`src/rtl/qam_slice_pkg.sv`:
```
package qam_slice_pkg;

    // Fractional bits of the incoming sample (LSB = 2^-QS_FRAC).
    localparam int QS_FRAC     = 10;
    // Bits per axis of the decision index (levels per axis = 2^QS_QB).
    localparam int QS_QB       = 3;

    localparam int QS_IN_W     = QS_FRAC + 1;
    localparam int QS_DEC_W    = QS_QB + 1;
    localparam int QS_ERR_W    = QS_FRAC;
    localparam int QS_CODE_W   = 2 * QS_QB;
    localparam int QS_AXES     = 2;
    // Shift from sample LSB to one decision step (2^-QS_QB).
    localparam int QS_STEP_SH  = QS_FRAC - QS_QB;
    // Shift from sample LSB to the decision LSB (2^-(QS_QB+1)).
    localparam int QS_DEC_SH   = QS_FRAC - QS_QB - 1;
    // Half-step offset in sample units.
    localparam int QS_OFF      = 1 << QS_DEC_SH;
    localparam int QS_QMAX     = (1 << (QS_QB - 1)) - 1;
    localparam int QS_QMIN     = -(1 << (QS_QB - 1));
    // Input levels at and beyond which an axis saturates.
    localparam int QS_SAT_HI   = ((QS_QMAX + 1) << QS_STEP_SH) + QS_OFF;
    localparam int QS_SAT_LO   = -QS_SAT_HI;

    typedef logic signed [QS_IN_W-1:0]  qs_in_t;
    typedef logic signed [QS_QB-1:0]    qs_idx_t;
    typedef logic signed [QS_DEC_W-1:0] qs_dec_t;
    typedef logic signed [QS_ERR_W-1:0] qs_err_t;
    typedef logic        [QS_CODE_W-1:0] qs_code_t;

    typedef enum int {
        AX_RE = 0,
        AX_IM = 1
    } qs_axis_e;

    typedef struct packed {
        qs_idx_t idx;
        qs_dec_t dec;
        qs_err_t err;
    } qs_axis_res_t;

    typedef struct packed {
        qs_code_t code;
        qs_dec_t  dec_re;
        qs_dec_t  dec_im;
        qs_err_t  err_re;
        qs_err_t  err_im;
    } qs_result_t;

    // Pack two axis indices into the symbol code, real axis on top.
    function automatic qs_code_t qs_pack_code(input qs_idx_t re_idx, input qs_idx_t im_idx);
        return {re_idx, im_idx};
    endfunction

endpackage

```
`src/rtl/qs_axis_quant.sv`:
```
module qs_axis_quant
    import qam_slice_pkg::*;
(
    input  qs_in_t  y_i,
    output qs_idx_t idx_o,
    output qs_dec_t dec_o
);
    localparam int W1 = QS_IN_W + 1;
    localparam logic signed [W1-1:0] OFF_V  = W1'(QS_OFF);
    localparam logic signed [W1-1:0] QMAX_V = W1'(QS_QMAX);
    localparam logic signed [W1-1:0] QMIN_V = W1'(QS_QMIN);

    logic signed [W1-1:0] shifted;
    logic signed [W1-1:0] mag;
    logic signed [W1-1:0] mag_q;
    logic signed [W1-1:0] q_raw;

    always_comb begin
        shifted = W1'(y_i) - OFF_V;
        // Truncation toward zero: shift the magnitude, restore the sign.
        mag     = shifted[W1-1] ? -shifted : shifted;
        mag_q   = mag >>> QS_STEP_SH;
        q_raw   = shifted[W1-1] ? -mag_q : mag_q;
        if (q_raw > QMAX_V) begin
            idx_o = QMAX_V[QS_QB-1:0];
        end else if (q_raw < QMIN_V) begin
            idx_o = QMIN_V[QS_QB-1:0];
        end else begin
            idx_o = q_raw[QS_QB-1:0];
        end
        // Decision = index step plus half-step offset = 2*idx + 1 half-steps.
        dec_o = {idx_o, 1'b1};
    end
endmodule

```
`src/rtl/qs_axis_err.sv`:
```
module qs_axis_err
    import qam_slice_pkg::*;
(
    input  logic [QS_ERR_W-1:0] y_low_i,
    input  qs_dec_t             dec_i,
    output qs_err_t             err_o
);
    qs_err_t dec_full;

    always_comb begin
        // Align the decision to the sample grid; arithmetic wraps at QS_ERR_W bits.
        dec_full = QS_ERR_W'(dec_i) <<< QS_DEC_SH;
        err_o    = dec_full - y_low_i;
    end
endmodule

```
`src/rtl/qam64_slicer.sv`:
```
module qam64_slicer
    import qam_slice_pkg::*;
(
    input  logic                       clk,
    input  logic                       rst,
    input  logic                       in_valid,
    input  logic signed [QS_IN_W-1:0]  in_re,
    input  logic signed [QS_IN_W-1:0]  in_im,
    output logic                       out_valid,
    output logic [QS_CODE_W-1:0]       out_code,
    output logic signed [QS_DEC_W-1:0] dec_re,
    output logic signed [QS_DEC_W-1:0] dec_im,
    output logic signed [QS_ERR_W-1:0] err_re,
    output logic signed [QS_ERR_W-1:0] err_im
);
    qs_in_t       ax_y   [QS_AXES];
    qs_axis_res_t ax_res [QS_AXES];
    qs_result_t   res_d;
    qs_result_t   res_q;
    logic         vld_q;

    assign ax_y[AX_RE] = in_re;
    assign ax_y[AX_IM] = in_im;

    for (genvar a = 0; a < QS_AXES; a++) begin : g_axis
        qs_axis_quant u_quant (
            .y_i   (ax_y[a]),
            .idx_o (ax_res[a].idx),
            .dec_o (ax_res[a].dec)
        );
        qs_axis_err u_err (
            .y_low_i (ax_y[a][QS_ERR_W-1:0]),
            .dec_i   (ax_res[a].dec),
            .err_o   (ax_res[a].err)
        );
    end

    always_comb begin
        res_d.code   = qs_pack_code(ax_res[AX_RE].idx, ax_res[AX_IM].idx);
        res_d.dec_re = ax_res[AX_RE].dec;
        res_d.dec_im = ax_res[AX_IM].dec;
        res_d.err_re = ax_res[AX_RE].err;
        res_d.err_im = ax_res[AX_IM].err;
    end

    always_ff @(posedge clk) begin
        if (rst) begin
            res_q <= '0;
            vld_q <= 1'b0;
        end else begin
            vld_q <= in_valid;
            if (in_valid) begin
                res_q <= res_d;
            end
        end
    end

    assign out_valid = vld_q;
    assign out_code  = res_q.code;
    assign dec_re    = res_q.dec_re;
    assign dec_im    = res_q.dec_im;
    assign err_re    = res_q.err_re;
    assign err_im    = res_q.err_im;

    // an input strobe yields an output strobe one clock later
    p_pulse_r1: assert property (@(posedge clk) disable iff (rst)
        in_valid |=> out_valid);
    p_idle_r1: assert property (@(posedge clk) disable iff (rst)
        !in_valid |=> !out_valid);

    // inputs at or beyond the outer thresholds pin the index
    p_sat_hi_r3: assert property (@(posedge clk) disable iff (rst)
        (in_valid && (in_re >= QS_IN_W'(QS_SAT_HI))) |=> (out_code[QS_CODE_W-1:QS_QB] == QS_QB'(QS_QMAX)));
    p_sat_lo_r3: assert property (@(posedge clk) disable iff (rst)
        (in_valid && (in_im <= QS_IN_W'(QS_SAT_LO))) |=> (out_code[QS_QB-1:0] == QS_QB'(QS_QMIN)));

    // code fields agree with the decision point of the same axis
    p_code_dec_r4: assert property (@(posedge clk) disable iff (rst)
        out_valid |-> ((out_code[QS_CODE_W-1:QS_QB] == dec_re[QS_DEC_W-1:1]) &&
                       (out_code[QS_QB-1:0] == dec_im[QS_DEC_W-1:1])));

    // a decision point always lies midway between steps (odd half-step count)
    p_dec_odd_r5: assert property (@(posedge clk) disable iff (rst)
        out_valid |-> (dec_re[0] && dec_im[0]));

    // error plus the sample equals the aligned decision, modulo the error width
    p_err_sum_r6: assert property (@(posedge clk) disable iff (rst)
        in_valid |=> ((QS_ERR_W'(err_re + QS_ERR_W'($past(in_re))) == QS_ERR_W'(QS_ERR_W'(dec_re) <<< QS_DEC_SH)) &&
                      (QS_ERR_W'(err_im + QS_ERR_W'($past(in_im))) == QS_ERR_W'(QS_ERR_W'(dec_im) <<< QS_DEC_SH))));

    // idle cycles leave every result field alone
    p_hold_r7: assert property (@(posedge clk) disable iff (rst)
        !in_valid |=> ($stable(out_code) && $stable(dec_re) && $stable(dec_im) &&
                       $stable(err_re) && $stable(err_im)));

    // reset clears all outputs
    p_reset_r8: assert property (@(posedge clk)
        rst |=> (!out_valid && (out_code == '0) && (dec_re == '0) && (dec_im == '0) &&
                 (err_re == '0) && (err_im == '0)));

endmodule

```
`config.mk`:
```
export PLATFORM = sky130hd
export DESIGN_NAME = qam64_slicer
export DESIGN_NICKNAME = d
export VERILOG_FILES = /design/src/rtl/qam_slice_pkg.sv /design/src/rtl/qs_axis_quant.sv /design/src/rtl/qs_axis_err.sv /design/src/rtl/qam64_slicer.sv
export SDC_FILE = /design/constraint.sdc
export NUM_CORES = 1
export LEC_CHECK = 0
export BUFFER_PORTS_ARGS = -buffer_cell sky130_fd_sc_hd__buf_2
export CORE_MARGIN = 5
export CORE_UTILIZATION = 55
export DETAILED_ROUTE_END_ITERATION = 6
export PLACE_DENSITY_LB_ADDON = 0.2
export SLEW_MARGIN = 15
export SYNTH_ARGS = -nofsm -noshare
export SYNTH_HDL_FRONTEND = slang
export SYNTH_HIERARCHICAL = 1
export SYNTH_SLANG_ARGS = --single-unit
```
`constraint.sdc`:
```
create_clock -name clk -period 7.67 [get_ports clk]
set_clock_uncertainty 0.05 [all_clocks]
set_input_delay 1.534 -clock clk [delete_from_list [all_inputs] [get_ports clk]]
set_output_delay 1.534 -clock clk [all_outputs]
set_load 0.01 [all_outputs]
```
## After elaboration in Yosys (flattened, before gate mapping)

Index checks and enable logic that the tools add are counted.

- Add/subtract/negate cells: 8
- Order comparisons: 4
- Muxes and demuxes: 8

Operator list:

| cell | number |
|---|---|
| $mux W12 | 4 |
| $gt A12 B3 Y1 const B | 2 |
| $lt A12 B3 Y1 const B | 2 |
| $neg A12 Y12 | 2 |
| $neg A5 Y12 | 2 |
| $sub A11 B8 Y12 const B | 2 |
| $sub A10 B10 Y10 | 2 |
| $mux W3 | 4 |

- Flip-flop bits (word level): 35
- Input bits: 25
- Output and inout bits: 35
- Logic and storage cells: 26

## Longest topological paths before layout

- Depth in word-level cells: 9
- Gate-level depth with buffers: 21
- Mapped depth without buffers: 20

## Cells and area by module

Netlist, hierarchy kept.

By module, submodules not included:

| module | times used | cells each | area an instance (µm²) | seq. area each (µm²) |
|---|---|---|---|---|
| qam64_slicer | 1 | 112 | 1263.7 | 700.7 |
| qs_axis_quant | 2 | 75 | 595.6 | 0.0 |
| qs_axis_err | 2 | 37 | 270.3 | 0.0 |

## Worst setup path after synthesis

No wires, ideal clock.

- Kind: input to register
- From: input port in_im[6]
- To: register res_q, in the netlist err_im[8]
- Setup time: 0.128 ns
- Arrival: 4.769 ns
- Required time: 7.492 ns
- Slack: 2.724 ns
- Stages on the path: 19
- Buffers on the path: 1
- Path through: buf_6 > inv_1 > ha_1 > nor3b_2 > mux2i_1 > a31oi_1 > nor2_2 > nor2b_4 > nand2_1 > ha_1 > nor4b_1 > nand2_1 > o311ai_1 > ha_1 > a21o_1 > a41oi_1 > xnor2_1 > mux2i_1 > nor2_1

RTL lines:

| item | RTL line | text |
|---|---|---|
| start, declared | qam64_slicer.sv:8 | `input logic signed [QS_IN_W-1:0] in_im,` |
| end signal, assigned | qam64_slicer.sv:53 | `res_q <= res_d;` |
| end, declared | qam64_slicer.sv:19 | `qs_result_t res_q;` |

==> flow_summary.yaml <==
timing:
  final_max_slew_viol_count: 0
  hold_viol: 0
  max_freq_ghz: 0.187
  fin_setup_tns_ns: 0
  finalSetupViolCount: 0
  holdWs_ns: 0.441
  min_period_ns: 5.35
  grt_setup_unrepaired: "no"
  post-route-period-util: 0.697
  worst_pin_slew_ns: 0.985
  slew_headroom: 0.343
floorplan:
  dieArea_sq_um: 7020
  fp.dieH_um: 83.8
  start_util: 0.575
  die_w_um: 83.8
  row_count: 26
  core_area_sq_um: 5200
  ios: 60
place:
  dp_cells: 443
  gp_congestion: 0.869
  port_buffers: 59
  dp_hpwl_um: 4730
yosys:
  synth_area_per_cell_sq_um: 8.91
  ys_warn_count: 6
  netlist_area_sq_um: 3000
  yosys_register_bits: 35
  seq_area_frac_synth: 0.234
  syn-instance-count: 336
  synthDistinctLibCells: 56
clocking:
  cts_root_buf: "clkbuf_8"
  cts_hold_buf: 0
  cts_buffer_depth: 2
  clk_pin_slew_worst_paths_ns: 0.08
  cts_resized: 0
  clock_latency_ns: 0.29
  cts-htree-levels: 2
  cts.sinks: 35
  post_cts_buffers: 0
  numCtsBuffers: 5
  tritoncts: "built"
cells_and_area:
  final_cells: 451
  nets: 421
  drive_gt1_frac: 0.265
  syn_to_final_growth_pct: 9.61
  diodes: 0
  fillers: 487
setup_path:
  crit_path_frequent_cell: "ha_1"
  start_kind: "primary input"
  cp_slowest_cell: "o311ai_1"
  cp_max_fo: 10
  crit_path_cell_trace: "buf_2 > inv_1 > ha_1 > xnor2_4 > nand4_1 > nand2_2 > xnor2_2 > nor2b_4 > nand2_1 > ha_1 > nor4b_1 > nand2_1 > o311ai_1 > ha_1 > a21o_1 > a41oi_1 > xnor2_1 > mux2i_1 > nor2_1"
  critPathTopFamily: "simple AND/OR/NAND/NOR gates"
  max_stage_delay_ns: 0.54
  arrival_ns: 5.53
  critPathCaptureType: "register"
  critical_path_class: "in -> reg"
  critical_path_buf_inv_count: 2
  required_ns: 7.85
job:
  drv_cap: 0
drt:
  post_drt_wl_per_cell_um: 14.1
  vias: 2542
  drc: 0
  vias_per_cell: 5.64
  routed_wl_um: 6370
  detail_route.iter0.violations: 153
  ant_nets: 0
  drt-pass1-iter-count: 4
power_and_ir_drop:
  p_leak_nw: 1.48
  power_density_nw_per_um2: 173
  peakVddDrop_v: 0.000136
grt:
  grt_first_pass_wirelength_um: 10900
  grt_pass1_vias: 2342
  globalRoute.totalOverflow: 0
  grt_start_max_net_pins: 36
  track_usage: 0.182
  antenna_found_initial: 0
outcome:
  status: "completed"
min_path:
  hold_path_class: "reg -> reg"
==> per-layer routing <==
| layer | vias up | GRT usage | wire length [um] |
|---|---|---|---|
| li1 | 1288 | - | - |
| met1 | 1169 | 0.259 | 3060 |
| met2 | 75 | 0.278 | 2840 |
| met3 | 10 | 0.0434 | 400 |
| met4 | 0 | 0.0395 | 74 |
| met5 | - | 0 | 0 |
==> stage by stage <==
stage | instance area, sq um | util | setup WS, ns | total power [mW]
6_report | 3280 | 0.631 | 2.32 | 0.568
3_5_place_dp | 3170 | 0.608 | 2.01 | 0.396
4_1_cts | 3280 | 0.631 | 2.31 | 0.574
2_1_floorplan | 3000 | - | 2.72 | 0.357
3_3_place_gp | 3170 | 0.608 | 2.11 | 0.393
5_1_grt | 3280 | 0.631 | 1.97 | 0.604
==> state kept, by name (all words and copies together), names as in the netlist <==
signal,count
err_re,10
out_valid,1
out_code,6
dec_re,4
dec_im,4
err_im,10
==> layout by cell type, fill, tap and decap left out, types with 4 or more instances in the layout <==
cell / instances
xor2_1: 8
conb_1: 4
a21oi_1: 14
ha_1: 16
nor3_1: 8
dfxtp_1: 35
o21ai_0: 4
a21o_1: 4
nand3b_1: 4
inv_1: 16
a31oi_1: 4
nand2_1: 14
nor4_1: 6
nand3_1: 4
nor2_1: 44
nor2_2: 6
xnor2_1: 14
nor3b_1: 4
mux2i_1: 36
buf_2: 59
nand4_1: 6
clkbuf_8: 5
nor3b_2: 4
==> cells in the mapped netlist (all sizes together) <==
master	instances	area (sq um)
nor3b	8	80.1
dfxtp	35	701
or4	2	22.5
o41ai	2	32.5
o21bai	2	15.0
conb	2	7.51
inv	16	60.1
o21ai	6	30.0
xor2	8	70.1
and2	2	12.5
or2	2	12.5
o311ai	2	17.5
nor3	8	40.0
nor2	50	203
nor2b	3	33.8
a22o	2	17.5
ha	16	200
a2bb2oi	2	17.5
o311a	2	22.5
xnor2	18	210
nand3b	4	30.0
a21o	4	30.0
a21oi	14	70.1
a31oi	4	25.0
nand4	6	37.5
o31a	4	37.5
nand3	4	20.0
a211oi	2	15.0
nor4	10	105
nor4b	4	47.6
and3	2	12.5
o31ai	2	15.0
buf	22	211
mux2i	36	360
o211ai	2	15.0
o2bb2ai	2	17.5
o21a	2	15.0
o32ai	2	17.5
clkbuf	2	7.51
nand4b	2	17.5
nand2	16	65.1
a41oi	2	17.5
==> power by group <==
group	switching, mW	internal [mW]	total (mW)
logic	0.107	0.0817	0.189
clock network	0.0760	0.0985	0.174
registers	0.00767	0.198	0.205
==> worst min-delay path, stage by stage (launching register included) <==
cell	delay, ns
dfxtp_1	0.33
mux2i_1	0.06
nor2_1	0.07
==> final timing paths <==
kind / startpoint / slack (ns) / to / depth (start not counted)
max: in_im[6] / 2.32 / err_im[8] / 19
min: err_re[1] / 0.44 / err_re[1] / 2
max reg2reg: out_code[1] / 6.98 / out_code[1] / 2
min reg2reg: err_re[1] / 0.44 / err_re[1] / 2
==> cell families (layout without fill, tap and decap cells) <==
| kind of cell | Yosys count | in the layout | synth area share |
|---|---|---|---|
| DFF | 35 | 35 | 0.234 |
| buffers and inverters | 40 | 83 | 0.0932 |
| adders and majority gates | 16 | 16 | 0.0668 |
| AOI/OAI and AO/OA | 58 | 58 | 0.143 |
| other | 2 | 4 | 0.00251 |
| muxes | 36 | 36 | 0.120 |
| xor gates and xnor gates | 26 | 26 | 0.0936 |
| and+or+nand+nor | 123 | 123 | 0.247 |
==> area by class of cell <==
cell class | instances | area [sq um] | area share
inverter | 16 | 60.1 | 0.0183
tap | 70 | 87.6 | 0.0267
multi-input combinational | 263 | 2020 | 0.616
sequential | 35 | 701 | 0.213
timing repair buffer | 59 | 295 | 0.0899
clock buffer | 5 | 68.8 | 0.0210
clock inverter | 3 | 47.5 | 0.0145
(Power assumes the default switching activity.)
